==> src/rtl/aud_pkg.sv <==
package aud_pkg;
  localparam int SAMPLE_MAX = 24;
  localparam int WORD_W     = SAMPLE_MAX + 1;

  // bit clocks per half frame for a ratio code
  function automatic logic [5:0] half_slots(input logic [1:0] ratio);
    case (ratio)
      2'd0:    half_slots = 6'd16;
      2'd1:    half_slots = 6'd24;
      default: half_slots = 6'd32;
    endcase
  endfunction

  // sample width clamped to the supported range
  function automatic logic [4:0] eff_width(input logic [4:0] w);
    if (w < 5'd16)      eff_width = 5'd16;
    else if (w > 5'd24) eff_width = 5'd24;
    else                eff_width = w;
  endfunction
endpackage

==> src/rtl/aud_clk_gen.sv <==
module aud_clk_gen #(
  parameter int DIV_W = 8
) (
  input  logic             clk,
  input  logic             rst_n,
  input  logic             run,
  input  logic [1:0]       cfg_ratio,
  input  logic [DIV_W-1:0] cfg_div,
  output logic             bclk,
  output logic             fclk
);
  import aud_pkg::*;

  logic [DIV_W-1:0] cnt;
  logic [5:0]       slot;
  logic [DIV_W-1:0] div_eff;
  logic [5:0]       hlim;

  assign div_eff = (cfg_div < DIV_W'(2)) ? DIV_W'(2) : cfg_div;
  assign hlim    = half_slots(cfg_ratio);

  always_ff @(posedge clk or negedge rst_n) begin
    if (!rst_n) begin
      cnt <= '0; slot <= '0; bclk <= 1'b0; fclk <= 1'b1;
    end else if (!run) begin
      cnt <= '0; slot <= '0; bclk <= 1'b0; fclk <= 1'b1;
    end else if (cnt == div_eff - DIV_W'(1)) begin
      cnt  <= '0;
      bclk <= ~bclk;
      if (bclk) begin
        if (slot == hlim - 6'd1) begin
          slot <= '0;
          fclk <= ~fclk;
        end else begin
          slot <= slot + 6'd1;
        end
      end
    end else begin
      cnt <= cnt + DIV_W'(1);
    end
  end
endmodule

==> src/rtl/aud_sync.sv <==
module aud_sync #(
  parameter int W      = 3,
  parameter int STAGES = 2
) (
  input  logic         clk,
  input  logic         rst_n,
  input  logic [W-1:0] d,
  output logic [W-1:0] q
);
  logic [W-1:0] st [STAGES];

  always_ff @(posedge clk or negedge rst_n) begin
    if (!rst_n) begin
      for (int i = 0; i < STAGES; i++) st[i] <= '0;
    end else begin
      st[0] <= d;
      for (int i = 1; i < STAGES; i++) st[i] <= st[i-1];
    end
  end

  assign q = st[STAGES-1];
endmodule

==> src/rtl/aud_rx_deser.sv <==
module aud_rx_deser (
  input  logic        clk,
  input  logic        rst_n,
  input  logic        en,
  input  logic        bclk_s,
  input  logic        fclk_s,
  input  logic        sd_s,
  input  logic [4:0]  cfg_width,
  output logic        word_done,
  output logic [23:0] word_data,
  output logic        word_right,
  output logic        first_word
);
  import aud_pkg::*;

  logic        bclk_d, seen, fclk_last, started, collecting, chan;
  logic [4:0]  cnt, width, cnt_nx;
  logic [23:0] sh, shift_nx;
  logic        rise, take, chg, begin_word;

  assign width      = eff_width(cfg_width);
  assign rise       = en & bclk_s & ~bclk_d;
  assign take       = rise & collecting;
  assign cnt_nx     = cnt + 5'd1;
  assign shift_nx   = {sh[22:0], sd_s};
  assign word_done  = take && (cnt_nx == width);
  assign chg        = rise && seen && (fclk_s != fclk_last);
  assign begin_word = chg && (started || !fclk_s);
  assign word_data  = shift_nx;
  assign word_right = chan;

  always_ff @(posedge clk or negedge rst_n) begin
    if (!rst_n) bclk_d <= 1'b0;
    else        bclk_d <= bclk_s;
  end

  always_ff @(posedge clk or negedge rst_n) begin
    if (!rst_n) begin
      seen <= 1'b0; fclk_last <= 1'b0; started <= 1'b0; collecting <= 1'b0;
      chan <= 1'b0; cnt <= '0; sh <= '0; first_word <= 1'b0;
    end else if (!en) begin
      seen <= 1'b0; started <= 1'b0; collecting <= 1'b0; first_word <= 1'b0;
    end else if (rise) begin
      seen      <= 1'b1;
      fclk_last <= fclk_s;
      if (take) begin
        sh  <= shift_nx;
        cnt <= cnt_nx;
      end
      if (word_done) begin
        collecting <= 1'b0;
        first_word <= 1'b0;
      end
      if (begin_word) begin
        sh         <= '0;
        cnt        <= '0;
        collecting <= 1'b1;
        chan       <= fclk_s;
        started    <= 1'b1;
        if (!started) first_word <= 1'b1;
      end
    end
  end
endmodule

==> src/rtl/aud_fifo.sv <==
module aud_fifo #(
  parameter int DW    = 25,
  parameter int DEPTH = 4
) (
  input  logic          clk,
  input  logic          rst_n,
  input  logic          push,
  input  logic [DW-1:0] push_data,
  input  logic          pop,
  output logic          full,
  output logic          empty,
  output logic [DW-1:0] head
);
  localparam int AW = (DEPTH > 1) ? $clog2(DEPTH) : 1;
  localparam int CW = $clog2(DEPTH + 1);

  logic [DW-1:0] mem [DEPTH];
  logic [AW-1:0] wp, rp;
  logic [CW-1:0] count;
  logic          do_push, do_pop;

  assign full    = (count == CW'(DEPTH));
  assign empty   = (count == '0);
  assign do_push = push & ~full;
  assign do_pop  = pop & ~empty;
  assign head    = mem[rp];

  function automatic logic [AW-1:0] bump(input logic [AW-1:0] p);
    bump = (p == AW'(DEPTH - 1)) ? '0 : p + AW'(1);
  endfunction

  always_ff @(posedge clk) begin
    if (do_push) mem[wp] <= push_data;
  end

  always_ff @(posedge clk or negedge rst_n) begin
    if (!rst_n) begin
      wp <= '0; rp <= '0; count <= '0;
    end else begin
      if (do_push) wp <= bump(wp);
      if (do_pop)  rp <= bump(rp);
      count <= count + CW'(do_push) - CW'(do_pop);
    end
  end
endmodule

==> src/rtl/aud_rx_port.sv <==
module aud_rx_port #(
  parameter int DIV_W      = 8,
  parameter int FIFO_DEPTH = 4,
  parameter int SYNC_STAGES = 2
) (
  input  logic             clk,
  input  logic             rst_n,
  input  logic             cfg_enable,
  input  logic             cfg_master,
  input  logic             cfg_tx_dir,
  input  logic             cfg_use_peer,
  input  logic [1:0]       cfg_ratio,
  input  logic [4:0]       cfg_width,
  input  logic [DIV_W-1:0] cfg_div,
  input  logic             pin_bclk,
  input  logic             pin_fclk,
  input  logic             peer_bclk,
  input  logic             peer_fclk,
  input  logic             sdata,
  output logic             bclk_out,
  output logic             fclk_out,
  output logic             clk_drive,
  output logic             rd_valid,
  input  logic             rd_ready,
  output logic [23:0]      rd_data,
  output logic             rd_right,
  output logic             ovf_flag,
  input  logic             ovf_clear
);
  import aud_pkg::*;

  logic master_run, gen_bclk, gen_fclk;
  logic src_bclk, src_fclk;
  logic bclk_s, fclk_s, sd_s;
  logic word_done, word_right, first_word;
  logic [23:0] word_data;
  logic fifo_full, fifo_empty;
  logic [WORD_W-1:0] fifo_head;

  assign master_run = cfg_enable & (cfg_master | cfg_tx_dir);

  aud_clk_gen #(.DIV_W(DIV_W)) u_gen (
    .clk(clk), .rst_n(rst_n), .run(master_run), .cfg_ratio(cfg_ratio),
    .cfg_div(cfg_div), .bclk(gen_bclk), .fclk(gen_fclk)
  );

  always_comb begin
    if (master_run)        begin src_bclk = gen_bclk;  src_fclk = gen_fclk;  end
    else if (cfg_use_peer) begin src_bclk = peer_bclk; src_fclk = peer_fclk; end
    else                   begin src_bclk = pin_bclk;  src_fclk = pin_fclk;  end
  end

  aud_sync #(.W(3), .STAGES(SYNC_STAGES)) u_sync (
    .clk(clk), .rst_n(rst_n), .d({src_bclk, src_fclk, sdata}),
    .q({bclk_s, fclk_s, sd_s})
  );

  aud_rx_deser u_deser (
    .clk(clk), .rst_n(rst_n), .en(cfg_enable), .bclk_s(bclk_s), .fclk_s(fclk_s),
    .sd_s(sd_s), .cfg_width(cfg_width), .word_done(word_done),
    .word_data(word_data), .word_right(word_right), .first_word(first_word)
  );

  aud_fifo #(.DW(WORD_W), .DEPTH(FIFO_DEPTH)) u_fifo (
    .clk(clk), .rst_n(rst_n), .push(word_done), .push_data({word_right, word_data}),
    .pop(rd_ready), .full(fifo_full), .empty(fifo_empty), .head(fifo_head)
  );

  always_ff @(posedge clk or negedge rst_n) begin
    if (!rst_n)                      ovf_flag <= 1'b0;
    else if (word_done && fifo_full) ovf_flag <= 1'b1;
    else if (ovf_clear)              ovf_flag <= 1'b0;
  end

  assign bclk_out  = gen_bclk;
  assign fclk_out  = master_run & gen_fclk;
  assign clk_drive = master_run;
  assign rd_valid  = ~fifo_empty;
  assign rd_data   = fifo_head[23:0];
  assign rd_right  = fifo_head[24];
endmodule

==> config.mk <==
export PLATFORM = sky130hd
export DESIGN_NAME = aud_rx_port
export DESIGN_NICKNAME = d
export VERILOG_FILES = /design/src/rtl/aud_pkg.sv /design/src/rtl/aud_clk_gen.sv /design/src/rtl/aud_sync.sv /design/src/rtl/aud_rx_deser.sv /design/src/rtl/aud_fifo.sv /design/src/rtl/aud_rx_port.sv
export SDC_FILE = /design/constraint.sdc
export NUM_CORES = 1
export LEC_CHECK = 0
export CORE_MARGIN = 10
export CORE_UTILIZATION = 30
export DETAILED_ROUTE_END_ITERATION = 6
export GPL_ROUTABILITY_DRIVEN = 0
export HOLD_SLACK_MARGIN = 0.02
export SLEW_MARGIN = 10
export SYNTH_ARGS = -nofsm -noshare
export SYNTH_HDL_FRONTEND = slang
export SYNTH_SLANG_ARGS = --single-unit
==> constraint.sdc <==
create_clock -name clk -period 2.9 [get_ports clk]
set_input_delay 0.87 -clock clk [delete_from_list [all_inputs] [get_ports clk]]
set_output_delay 0.87 -clock clk [all_outputs]
set_load 0.05 [all_outputs]
==> results of run 1 <==
==> synthesized netlist by cell type, drive strengths merged, types with 4 or more instances <==
| cell type | count | area (sq um) |
|---|---|---|
| xor2 | 12 | 105 |
| mux2 | 5 | 56.3 |
| and3 | 4 | 25.0 |
| mux2i | 8 | 80.1 |
| buf | 7 | 35.0 |
| nor3 | 5 | 25.0 |
| inv | 16 | 60.1 |
| nor2 | 20 | 75.1 |
| o21ai | 11 | 55.1 |
| xnor2 | 9 | 78.8 |
| ha | 11 | 138 |
| dfrtp | 63 | 1580 |
| nand2 | 60 | 225 |
| mux4 | 25 | 563 |
| clkbuf | 13 | 48.8 |
| edfxtp | 100 | 3000 |
| a21oi | 35 | 175 |
| or3 | 6 | 37.5 |
| nor2b | 5 | 31.3 |
| and2 | 8 | 50.1 |
| or4 | 4 | 30.0 |
| nand3 | 9 | 45.0 |
| nand2b | 5 | 31.3 |
==> per-stage QoR <==
stage          area, sq um  utilization (%)  total power, mW  TNS (ps)
2_1_floorplan         6870                -             3.17     -6030
3_3_place_gp          8040             35.7             3.48    -41770
3_5_place_dp          8040             35.7             3.50    -47670
4_1_cts               8680             38.6             5.73      -652
5_1_grt               8800             39.1             5.97     -2240
6_report              8800             39.1             5.71      -901
==> report_power, final <==
part,switching [mW],total [mW],internal [mW]
clock network,0.986,2.21,1.22
logic,0.460,0.901,0.441
registers,0.0822,2.61,2.52
==> per-layer routing <==
| layer | up-vias | wire length [um] | track usage (%) | part of all wire [%] |
|---|---|---|---|---|
| met1 | 2079 | 6170 | 11.8 | 44 |
| li1 | 1946 | - | - | - |
| met3 | 11 | 790 | 3.59 | 5.6 |
| met4 | 0 | 175 | 3.17 | 1.2 |
| met2 | 83 | 7000 | 16.7 | 50 |
| met5 | - | 0 | 0 | 0 |
==> kinds of logic (layout without fill, tap and decap cells) <==
kind of cell	after synthesis	count (layout)	share of synthesized area (%)
adder cells (fa/ha/maj)	12	12	2.31
multiplexers	38	38	10.3
XOR/XNOR	21	21	2.70
buffers and inverters	36	152	2.11
AND/OR/NAND/NOR	137	137	9.69
AO/OA/AOI/OAI	64	64	5.41
flip-flops	164	164	67.5
==> state kept, by name, summed over array words and instances, names as in the netlist, 2 cells and up <==
| register | count |
|---|---|
| u_gen.slot | 6 |
| u_gen.cnt | 8 |
| u_sync.q | 3 |
| u_fifo.wp | 2 |
| u_sync.st | 3 |
| u_fifo.mem | 100 |
| u_fifo.rp | 2 |
| u_deser.cnt | 5 |
| u_deser.sh | 23 |
| u_fifo.count | 3 |
==> repair_timing <==
item | in CTS | in global routing
gates cloned | 0 | 0
gates resized for setup | 40 | 25
buffers inserted | 5 | 6
hold endpoints to repair | 0 | 0
setup endpoints to repair | 26 | 19
pin swaps | 12 | 5
==> worst min-delay path by stage <==
stage / startpoint / to / slack [ps]
final: rst_n / u_gen.cnt[7] / 320
after floorplan: u_sync.st[3] / u_sync.q[0] / 330
after detailed placement: u_sync.st[5] / u_sync.q[2] / 340
after global routing: rst_n / u_gen.cnt[6] / 340
after CTS: rst_n / u_gen.cnt[7] / 320
after global placement: u_sync.st[3] / u_sync.q[0] / 340
==> area by class of cell <==
cell class,instances,area (sq um),share of cell area (%)
tap,285,357,4.05
sequential,164,4610,52.4
clock inverter,15,161,1.83
inverter,16,60.1,0.682
timing repair buffer,104,956,10.9
multi-input combinational,272,2230,25.4
clock buffer,17,425,4.83
==> qor.yml, run 1 <==
critical_path:
  r2r.worst_path.cells: 11
  critical_path.top_delay_family: "simple AND/OR/NAND/NOR gates"
  r2r_setup_slack_ps: 260
  crit_required_ps: 3250
  crit_type: "in2reg"
  r2r_start: "u_deser.cnt[0]"
  worstSetupPathDepth: 11
  worst_path_max_delay_cell: "or4_4"
  endpoint: "u_gen.slot[5]"
  crit_path_cell_trace: "buf_6 > or3_4 > or3_4 > nor2b_4 > ha_4 > xnor2_2 > a21oi_2 > o211ai_1 > or4_4 > or4_4 > a21oi_2"
  crit_path_max_fanout: 4
  end_kind: "flop"
  max_stage_delay_ps: 490
  crit_arrival_ps: 3510
  startpoint_type: "input pin"
  path_buf_inv: 1
  startpoint: "cfg_div[4]"
  reg2reg_to: "u_fifo.count[2]"
detailed_routing:
  drt_pass1_iterations: 4
  drt_iter0_drc: 210
  final_antenna_net_count: 0
  drc: 0
  drt-wirelength-per-cell_um: 16.2
  wirelength_um: 14100
  dr_total_vias: 4119
  vias_per_cell: 4.72
place:
  io_buffers: 57
  dp_cells: 834
  hpwl_um: 9220
  place_ws_ps: -1190
cts:
  clock_latency_ps: 420
  cts_tree: "built"
  h-tree-depth: 4
  cts_sinks: 164
  clockBufferDepth: 2
  cts_made_buffers: 17
  clock-root-buffer: "clkbuf_16"
  clkTransAtPathRegs_ps: 60
  hold_buffers: 0
hold_path:
  hold_path_class: "in2async"
synth:
  ys_seq_area_share_pct: 67.5
  synth_cell_type_count: 51
  synthesis.area_sq_um: 6820
  synthCells: 472
  synth_area_per_cell_sq_um: 14.4
  synth_warnings: 0
  syn-num-nets: 512
  synth-edff-count: 100
  async_flop_share_pct: 39.0
  synth-seq-cells: 164
  synth-main-ff-cell: "edfxtp_1"
status:
  violations: "negative setup slack"
  outcome: "finished, violations left"
global_routing:
  grt_antenna_before_repair: 0
  grt_overflow: 0
  grt_pass1_vias: 4427
  grt_max_degree: 31
  grt_use_total_pct: 10.0
  grt_pass1_wl_um: 22800
timing:
  hold_violations: 0
  maxSlewHeadroom_pct: 48.2
  worst_slack_ps: -261
  fin_crit_sh_pct: 109
  tightest_slew_ps: 772
  fmax_mhz: 316
  whs_ps: 322
  period_needed_ps: 3160
  skew_ps: 7.81
  setup_violations: 6
  rsz0062_at_grt: "yes"
  slew_violations: 0
floorplan:
  io_pins: 58
  coreArea_sq_um: 22500
  rows: 55
  die_x_um: 171
  initial_utilization_pct: 30.3
  fp.dieH_um: 171
  dieArea_sq_um: 29200
layout:
  final_common_cell: "edfxtp_1"
  fillers: 2071
  diodes: 0
  nets: 615
  final_cell_count_no_fill: 873
  syn2layout_area_growth_pct: 29.1
  layout_common_cells: "edfxtp_1 (100), buf_4 (64), dfrtp_1 (62)"
  layout-drive-gt1-share_pct: 31.0
power:
  powerDensity_nw_per_um2: 649
  leakage_nw: 3.57
  worst_ir_drop_vdd_v: 0.000389
job:
  cap_viol_max_count: 0
(Power assumes the default switching activity.)
==> inputs of run 2 (changes only) <==
- CORE_UTILIZATION: 30 -> 52
- PLACE_DENSITY: unset -> 0.76
==> qor.yml, run 2 (same netlist as run 1, synthesis figures left out) <==
timing:
  setup_violations: 7
  skew_ps: 8.89
  worst_slack_ps: -382
  fin_crit_sh_pct: 113
  period_needed_ps: 3280
  hold_violations: 0
  rsz0062_at_grt: "yes"
  slew_violations: 0
  setup_tns_ps: -1750
  fmax_mhz: 305
  tightest_slew_ps: 741
  maxSlewHeadroom_pct: 50.3
detailed_routing:
  vias_per_cell: 5.47
  route.met3.wl_um: 741
  final_antenna_net_count: 0
  drt-wirelength-per-cell_um: 18.2
  wirelength_met1_um: 5620
  top_layer_used: "met4"
  drc: 0
  dr_total_vias: 4143
  drt_iter0_drc: 297
  dr_wl_met2_um: 7280
  wirelength_um: 13800
  drt_pass1_iterations: 4
critical_path:
  end_kind: "flop"
  startpoint_type: "input pin"
  crit_path_max_fanout: 4
  r2r.worst_path.cells: 11
  crit_type: "in2reg"
  crit_required_ps: 3250
  crit_arrival_ps: 3630
  crit_path_cell_trace: "buf_6 > or3_4 > or3_4 > nor2b_4 > ha_4 > xnor2_2 > a21oi_2 > o211ai_1 > or4_4 > or4_4 > a21oi_2"
  path_buf_inv: 1
  max_stage_delay_ps: 540
  worstSetupPathDepth: 11
  critical_path.top_delay_family: "simple AND/OR/NAND/NOR gates"
  worst_path_max_delay_cell: "or4_4"
job:
  cap_viol_max_count: 0
floorplan:
  fp.dieH_um: 135
  die_x_um: 135
  dieArea_sq_um: 18100
  initial_utilization_pct: 53.6
  io_pins: 58
  rows: 41
  coreArea_sq_um: 12700
cts:
  cts_made_buffers: 17
  clkTransAtPathRegs_ps: 60
  cts_tree: "built"
  clockBufferDepth: 2
  h-tree-depth: 4
  clock-root-buffer: "clkbuf_16"
  cts_sinks: 164
  clock_latency_ps: 420
global_routing:
  grt_pass1_wl_um: 22700
  grt_overflow: 0
  grt_max_degree: 56
  grt_antenna_before_repair: 0
  grt_use_total_pct: 16.0
  grt_pass1_vias: 4501
power:
  fin_total_pwr_mw: 5.82
  leakage_nw: 3.58
  worst_ir_drop_vdd_v: 0.000390
  powerDensity_nw_per_um2: 672
layout:
  syn2layout_area_growth_pct: 27.0
  largest_register_ffs: 100
  register_area_sq_um: 4610
  reg.largest.list: "u_fifo.mem (100), u_deser.sh (23), u_gen.cnt (8)"
  layout_common_cells: "edfxtp_1 (100), dfrtp_1 (62), nand2_1 (60)"
  top_register: "u_fifo.mem"
  final_common_cell: "edfxtp_1"
  nets: 612
  fillers: 906
  layout-drive-gt1-share_pct: 27.7
  diodes: 0
  multi_input_area_sq_um: 2170
place:
  hpwl_um: 8980
  io_buffers: 57
hold_path:
  hold_path_class: "in2async"
status:
  outcome: "finished, violations left"
  violations: "negative setup slack"
==> run 2: cell types whose count changed in the layout (fill, tap and decap cells not counted), sizes merged, moves of 2 or more <==
cell	previous run	this run
bufinv	1	5
buf	81	77
clkinvlp	2	0
clkinv	3	8
inv	25	17
==> run 2: final cells by class <==
| class | instances | share of cell area [%] |
|---|---|---|
| clock buffer | 18 | 4.96 |
| clock inverter | 14 | 2.40 |
| inverter | 16 | 0.694 |
| multi-input combinational | 272 | 25.1 |
| sequential | 164 | 53.2 |
| tap | 172 | 2.49 |
| timing repair buffer | 101 | 11.2 |
==> run 2: report_power, final <==
part	leakage [nW]	internal (mW)	switching, mW	total, mW
clock network	0.313	1.52	0.862	2.38
logic	1.32	0.402	0.424	0.826
registers	1.95	2.52	0.0826	2.61
total	3.58	4.45	1.37	5.82
==> run 2: worst paths after layout <==
path | startpoint | endpoint | slack (ps)
max | cfg_div[5] | u_gen.slot[4] | -380
min | rst_n | u_fifo.count[2] | 330
max reg2reg | u_deser.cnt[0] | u_fifo.count[2] | 210
min reg2reg | u_sync.st[4] | u_sync.q[1] | 350
max in group asynchronous | rst_n | u_gen.fclk | 1930
min in group clk | u_sync.st[4] | u_sync.q[1] | 350
==> run 2: timing repair <==
| item | in CTS | in global routing |
|---|---|---|
| pin swaps | 9 | 9 |
| hold buffers | 0 | 0 |
| buffers inserted | 0 | 3 |
| resized for setup | 34 | 12 |
| endpoints found under the hold margin | 0 | 0 |
| setup endpoints to repair | 19 | 80 |
==> run 2: metrics by stage <==
step	cells	setup WS, ps	area (sq um)	util, %	hold WS (ps)
2_1_floorplan	472	-778	6870	-	331
3_3_place_gp	722	-1110	7930	62.3	334
3_5_place_dp	722	-1280	7930	62.3	339
4_1_cts	754	-306	8600	67.6	316
5_1_grt	757	-441	8660	68.1	323
6_report	757	-382	8660	68.1	331
==> run 2: layer usage <==
layer	global-route usage (%)	up-vias
met3	4.75	8
met5	0	-
met2	27.5	108
met4	5.99	0
met1	18.5	2088
li1	-	1939
==> run 2: worst register-to-register path, stage by stage, from the launching register on <==
cell,delay (ps)
dfrtp_1,460
ha_1,270
xnor2_1,230
a21oi_1,90
nor4_2,260
nand4_1,210
a21oi_2,190
ha_1,160
inv_1,50
fa_1,370
xnor2_1,200
xnor2_1,130
